**src/rtl/odd_clk_div.sv**
```systemverilog
module odd_clk_div #(
  parameter int N = 3
) (
  input  logic clk_i,
  input  logic en_i,
  output logic clk_o
);

  localparam int W = (N > 1) ? $clog2(N) : 1;
  localparam logic [W-1:0] LAST = W'(N - 1);
  localparam logic [W-1:0] MID  = W'((N + 1) / 2);

  if ((N < 3) || ((N % 2) == 0)) begin : g_bad_ratio
    $error("odd_clk_div: N must be odd and at least 3");
  end

  logic [W-1:0] cnt_q;
  logic         rise_q;
  logic         fall_q;

  always_ff @(posedge clk_i) begin
    if (!en_i)              cnt_q <= '0;
    else if (cnt_q == LAST) cnt_q <= '0;
    else                    cnt_q <= cnt_q + W'(1);
  end

  always_ff @(posedge clk_i) begin
    if (!en_i)              rise_q <= 1'b0;
    else if (cnt_q == '0)   rise_q <= ~rise_q;
  end

  always_ff @(negedge clk_i) begin
    if (!en_i)              fall_q <= 1'b0;
    else if (cnt_q == MID)  fall_q <= ~fall_q;
  end

  assign clk_o = rise_q ^ fall_q;

endmodule

```
**config.mk**
```make
export PLATFORM = sky130hd
export DESIGN_NAME = odd_clk_div
export DESIGN_NICKNAME = d
export VERILOG_FILES = /design/src/rtl/odd_clk_div.sv
export SDC_FILE = /design/constraint.sdc
export NUM_CORES = 1
export LEC_CHECK = 0
export ABC_AREA = 1
export BUFFER_PORTS_ARGS = -buffer_cell sky130_fd_sc_hd__buf_2
export CORE_AREA = 2 2 39 41
export CTS_CLUSTER_SIZE = 20
export DETAILED_ROUTE_END_ITERATION = 6
export DIE_AREA = 0 0 41 43
export GPL_ROUTABILITY_DRIVEN = 0
export PLACE_DENSITY = 0.37
export SETUP_SLACK_MARGIN = 0.4
export SLEW_MARGIN = 10
export SYNTH_ARGS = -nofsm -noshare
export SYNTH_HDL_FRONTEND = slang
export SYNTH_SLANG_ARGS = --single-unit
```
**constraint.sdc**
```tcl
create_clock -name clk_i -period 1.7 [get_ports clk_i]
set_input_delay 0.17 -clock clk_i [delete_from_list [all_inputs] [get_ports clk_i]]
set_output_delay 0.17 -clock clk_i [all_outputs]
set_load 0.005 [all_outputs]
```
==> metrics.log <==
[metrics] clock transition at the register clock pins on the worst setup and hold paths after CTS: about 0.040 ns
[metrics] critical path fanouts, max: 3
[metrics] width of the die: around 41 um
[metrics] crit path capture type: primary output
[metrics] Total Wirelength: ~270 um
[metrics] Antenna Cells: 0
[metrics] number of nets in the layout: 38
[metrics] number of buffer and inverter instances along the worst setup path: 1
[metrics] classification of the worst setup path: reg -> out
[metrics] post-route worst setup slack: -0.173 ns
[metrics] top cell type by total area after synthesis: sky130_fd_sc_hd__dfxtp_1
[metrics] number of antenna violations at the first check in global routing: 0
[metrics] clock skew: 0.0497 ns
[metrics] Syn-to-layout area delta: 44.4%
[metrics] starting utilization of the core area: a little over an eighth
[metrics] Final setup viols: 1
[metrics] class of the tightest hold or removal check: in -> reg
[metrics] maximum number of pins on one net before global-route repair: 5
[metrics] Max Root-Sink Buffers: 2
[metrics] most frequent CP cell: sky130_fd_sc_hd__nor2_1
[metrics] cts bufs inserted: 3
[metrics] Reg area: 83.8 sq um
[metrics] master of the slowest instance on the critical path: sky130_fd_sc_hd__dfxtp_2
[metrics] residual overflow from global routing: 0
[metrics] synthesized area divided by synthesized cell count: 6.93 sq um
[metrics] vias: around 150
[metrics] Final Max Tran Viols: 0
[metrics] setup repair after global routing missed its margin: yes
[metrics] detailed-routing iteration count for the pre-antenna-repair pass: 1
[metrics] Post-DRT Antenna Nets: 0
[metrics] share of the yosys chip area belonging to registers: approximately 44%
[metrics] leading cell type by number of instances after synthesis: sky130_fd_sc_hd__nor2_1
[metrics] violations in the final reports: negative setup slack
[metrics] Die ar.: 1760 sq um
[metrics] Design Power: between 0.3 and 0.4 mW
[metrics] Total Neg Setup Slack: -0.173 ns
[metrics] family with the most delay on the worst path: flip-flops
[metrics] GRT Util Overall: under 10%
[metrics] clock root buffer: sky130_fd_sc_hd__clkbuf_4
[metrics] chip height: 43 um
[metrics] wire length of the first global-routing pass: 393 um
[metrics] WP data arrival: between 1.5 and 2 ns
[metrics] Post-Syn Instances: 26
[metrics] ordered list of cells on the worst path: nor2_1 -> nor2_1 -> buf_2
[metrics] Primary FF master, synth: sky130_fd_sc_hd__dfxtp_1
[metrics] Area contributors post-synth: sky130_fd_sc_hd__dfxtp_1 44%, sky130_fd_sc_hd__nor2_1 17%, sky130_fd_sc_hd__ha_1 14%
[metrics] filler cell count in the final layout: 152
[metrics] I/O pin count: 3
[metrics] Leak: around 0.13 nW
[metrics] post-synth design cell area: between 150 and 200 sq um
[metrics] standard-cell row count: 14
[metrics] result of the run: finished, violations left
[metrics] total clock sinks: 4
[metrics] iteration-0 DRC count of the detailed router: 0
[metrics] DRC errors left: 0
[metrics] Post-synth EDFFs: 0
[metrics] commonest cells in the synthesized netlist: 8 x sky130_fd_sc_hd__nor2_1, 6 x sky130_fd_sc_hd__inv_1, 6 x sky130_fd_sc_hd__nand2_1, 4 x sky130_fd_sc_hd__dfxtp_1, 2 x sky130_fd_sc_hd__ha_1
[metrics] TritonCTS clock tree: yes
[metrics] vias in the first global route: 107
[metrics] input/output buffers: 2
[metrics] WP data required: 1.53 ns
[metrics] distinct cell type count after synthesis: 5
[metrics] normalized max-slew margin: about nine tenths
[metrics] number of warnings reported in the yosys synthesis log: 0
[metrics] insertion delay of the later-clocked pin in the worst-skew pair: 0.29 ns
[metrics] placeable core region: about 1400 sq um
[metrics] max cap viols: 0
[metrics] total nets after synthesis: 30
[metrics] total power per unit cell area: around 1300 nW/um^2
[metrics] launching element type of the critical path: flop
[metrics] Vias/cell: roughly 3
[metrics] pin slew with the least headroom to its limit: 0.124 ns
[metrics] top-area cell type share of the netlist area: between 40% and 50%
[metrics] number of synthesized register bits: 4
[metrics] worst stage delay on the critical path: around 0.31 ns
[metrics] layout cells sized above 1: around 33%
[metrics] number of levels the H-tree was split into: 1
[metrics] async set-reset flop share out of synthesis: 0%
[metrics] number of endpoints with negative hold slack in the final report: 0
[metrics] routed length per instance: ~5.6 um
[metrics] worst ir drop on vdd: between 0.0005 and 0.0006 V
[metrics] area of combinational cells with multiple inputs: between 90 and 100 sq um
-- area by class of cell --
cell class,instances,area share [%]
clock inverter,1,1.44
clock buffer,4,10.1
tap,16,7.69
timing repair buffer,3,6.73
inverter,5,7.21
multi-input combinational,16,34.6
sequential,4,32.2
-- metal layers --
| layer | wire [um] | share of wire (%) | up-vias | track usage, % |
|---|---|---|---|---|
| li1 | - | - | 88 | - |
| met3 | 55 | 20 | 0 | 9.95 |
| met5 | 0 | 0 | - | 0 |
| met2 | 77 | 28 | 6 | 3.13 |
| met4 | 0 | 0 | 0 | 2.00 |
| met1 | 139 | 51 | 57 | 3.86 |
-- sequential cells by signal (all words and copies together), names as in the netlist --
name,flops
fall_q,1
cnt_q,2
rise_q,1
-- power by group --
group          leakage [nW]  switching (mW)  total (mW)  internal (mW)
registers            0.0342          0.0153       0.132          0.116
logic                0.0765          0.0368      0.0734         0.0366
clock network        0.0203          0.0468       0.138         0.0916
-- layout by cell type (no fill, tap or decap) --
| cell | instances |
|---|---|
| sky130_fd_sc_hd__nor2_1 | 8 |
| sky130_fd_sc_hd__nand2_1 | 6 |
| sky130_fd_sc_hd__inv_1 | 5 |
| sky130_fd_sc_hd__clkbuf_4 | 3 |
| sky130_fd_sc_hd__dfxtp_2 | 3 |
| sky130_fd_sc_hd__buf_2 | 2 |
| sky130_fd_sc_hd__inv_2 | 1 |
| sky130_fd_sc_hd__ha_1 | 1 |
| sky130_fd_sc_hd__ha_4 | 1 |
| sky130_fd_sc_hd__clkbuf_1 | 1 |
| sky130_fd_sc_hd__buf_4 | 1 |
| sky130_fd_sc_hd__dfxtp_1 | 1 |
-- cells by family after synthesis --
group	count (synthesis)	share of synthesized area [%]
and+or+nand+nor	14	29.2
buffers and inverters	6	12.5
DFF	4	44.4
adders and majority gates	2	13.9
-- worst paths after layout --
check	cells past startpoint	start	slack, ns	end
max reg2reg	4	cnt_q[0]	0.14	fall_q
min	3	en_i	0.18	rise_q
max	3	fall_q	-0.17	clk_o
min reg2reg	1	cnt_q[0]	0.40	cnt_q[0]
-- repair_timing --
action,4_1_cts,5_1_grt
pin swaps,2,0
hold buffers,0,0
setup buffers,1,0
resized for setup,1,0
setup endpoints to repair,2,2
-- worst min-delay path: cells and delay by family --
kind	cells	cell delay [ns]
simple gates	2	0.09
buf+inv	1	0.11
-- through the flow --
step / hold WS (ns) / utilization (%) / cells / setup slack [ns] / cell area [sq um]
5_1_grt: 0.180 / 18.8 / 49 / -0.262 / 260
3_3_place_gp: 0.398 / 16.3 / 44 / 0.0698 / 225
6_report: 0.181 / 18.8 / 49 / -0.173 / 260
4_1_cts: 0.178 / 18.8 / 49 / -0.182 / 260
2_1_floorplan: 0.290 / - / 26 / 0.125 / 195
3_5_place_dp: 0.398 / 16.3 / 44 / 0.0676 / 225
No activity file was read; power rests on OpenSTA's default activity.
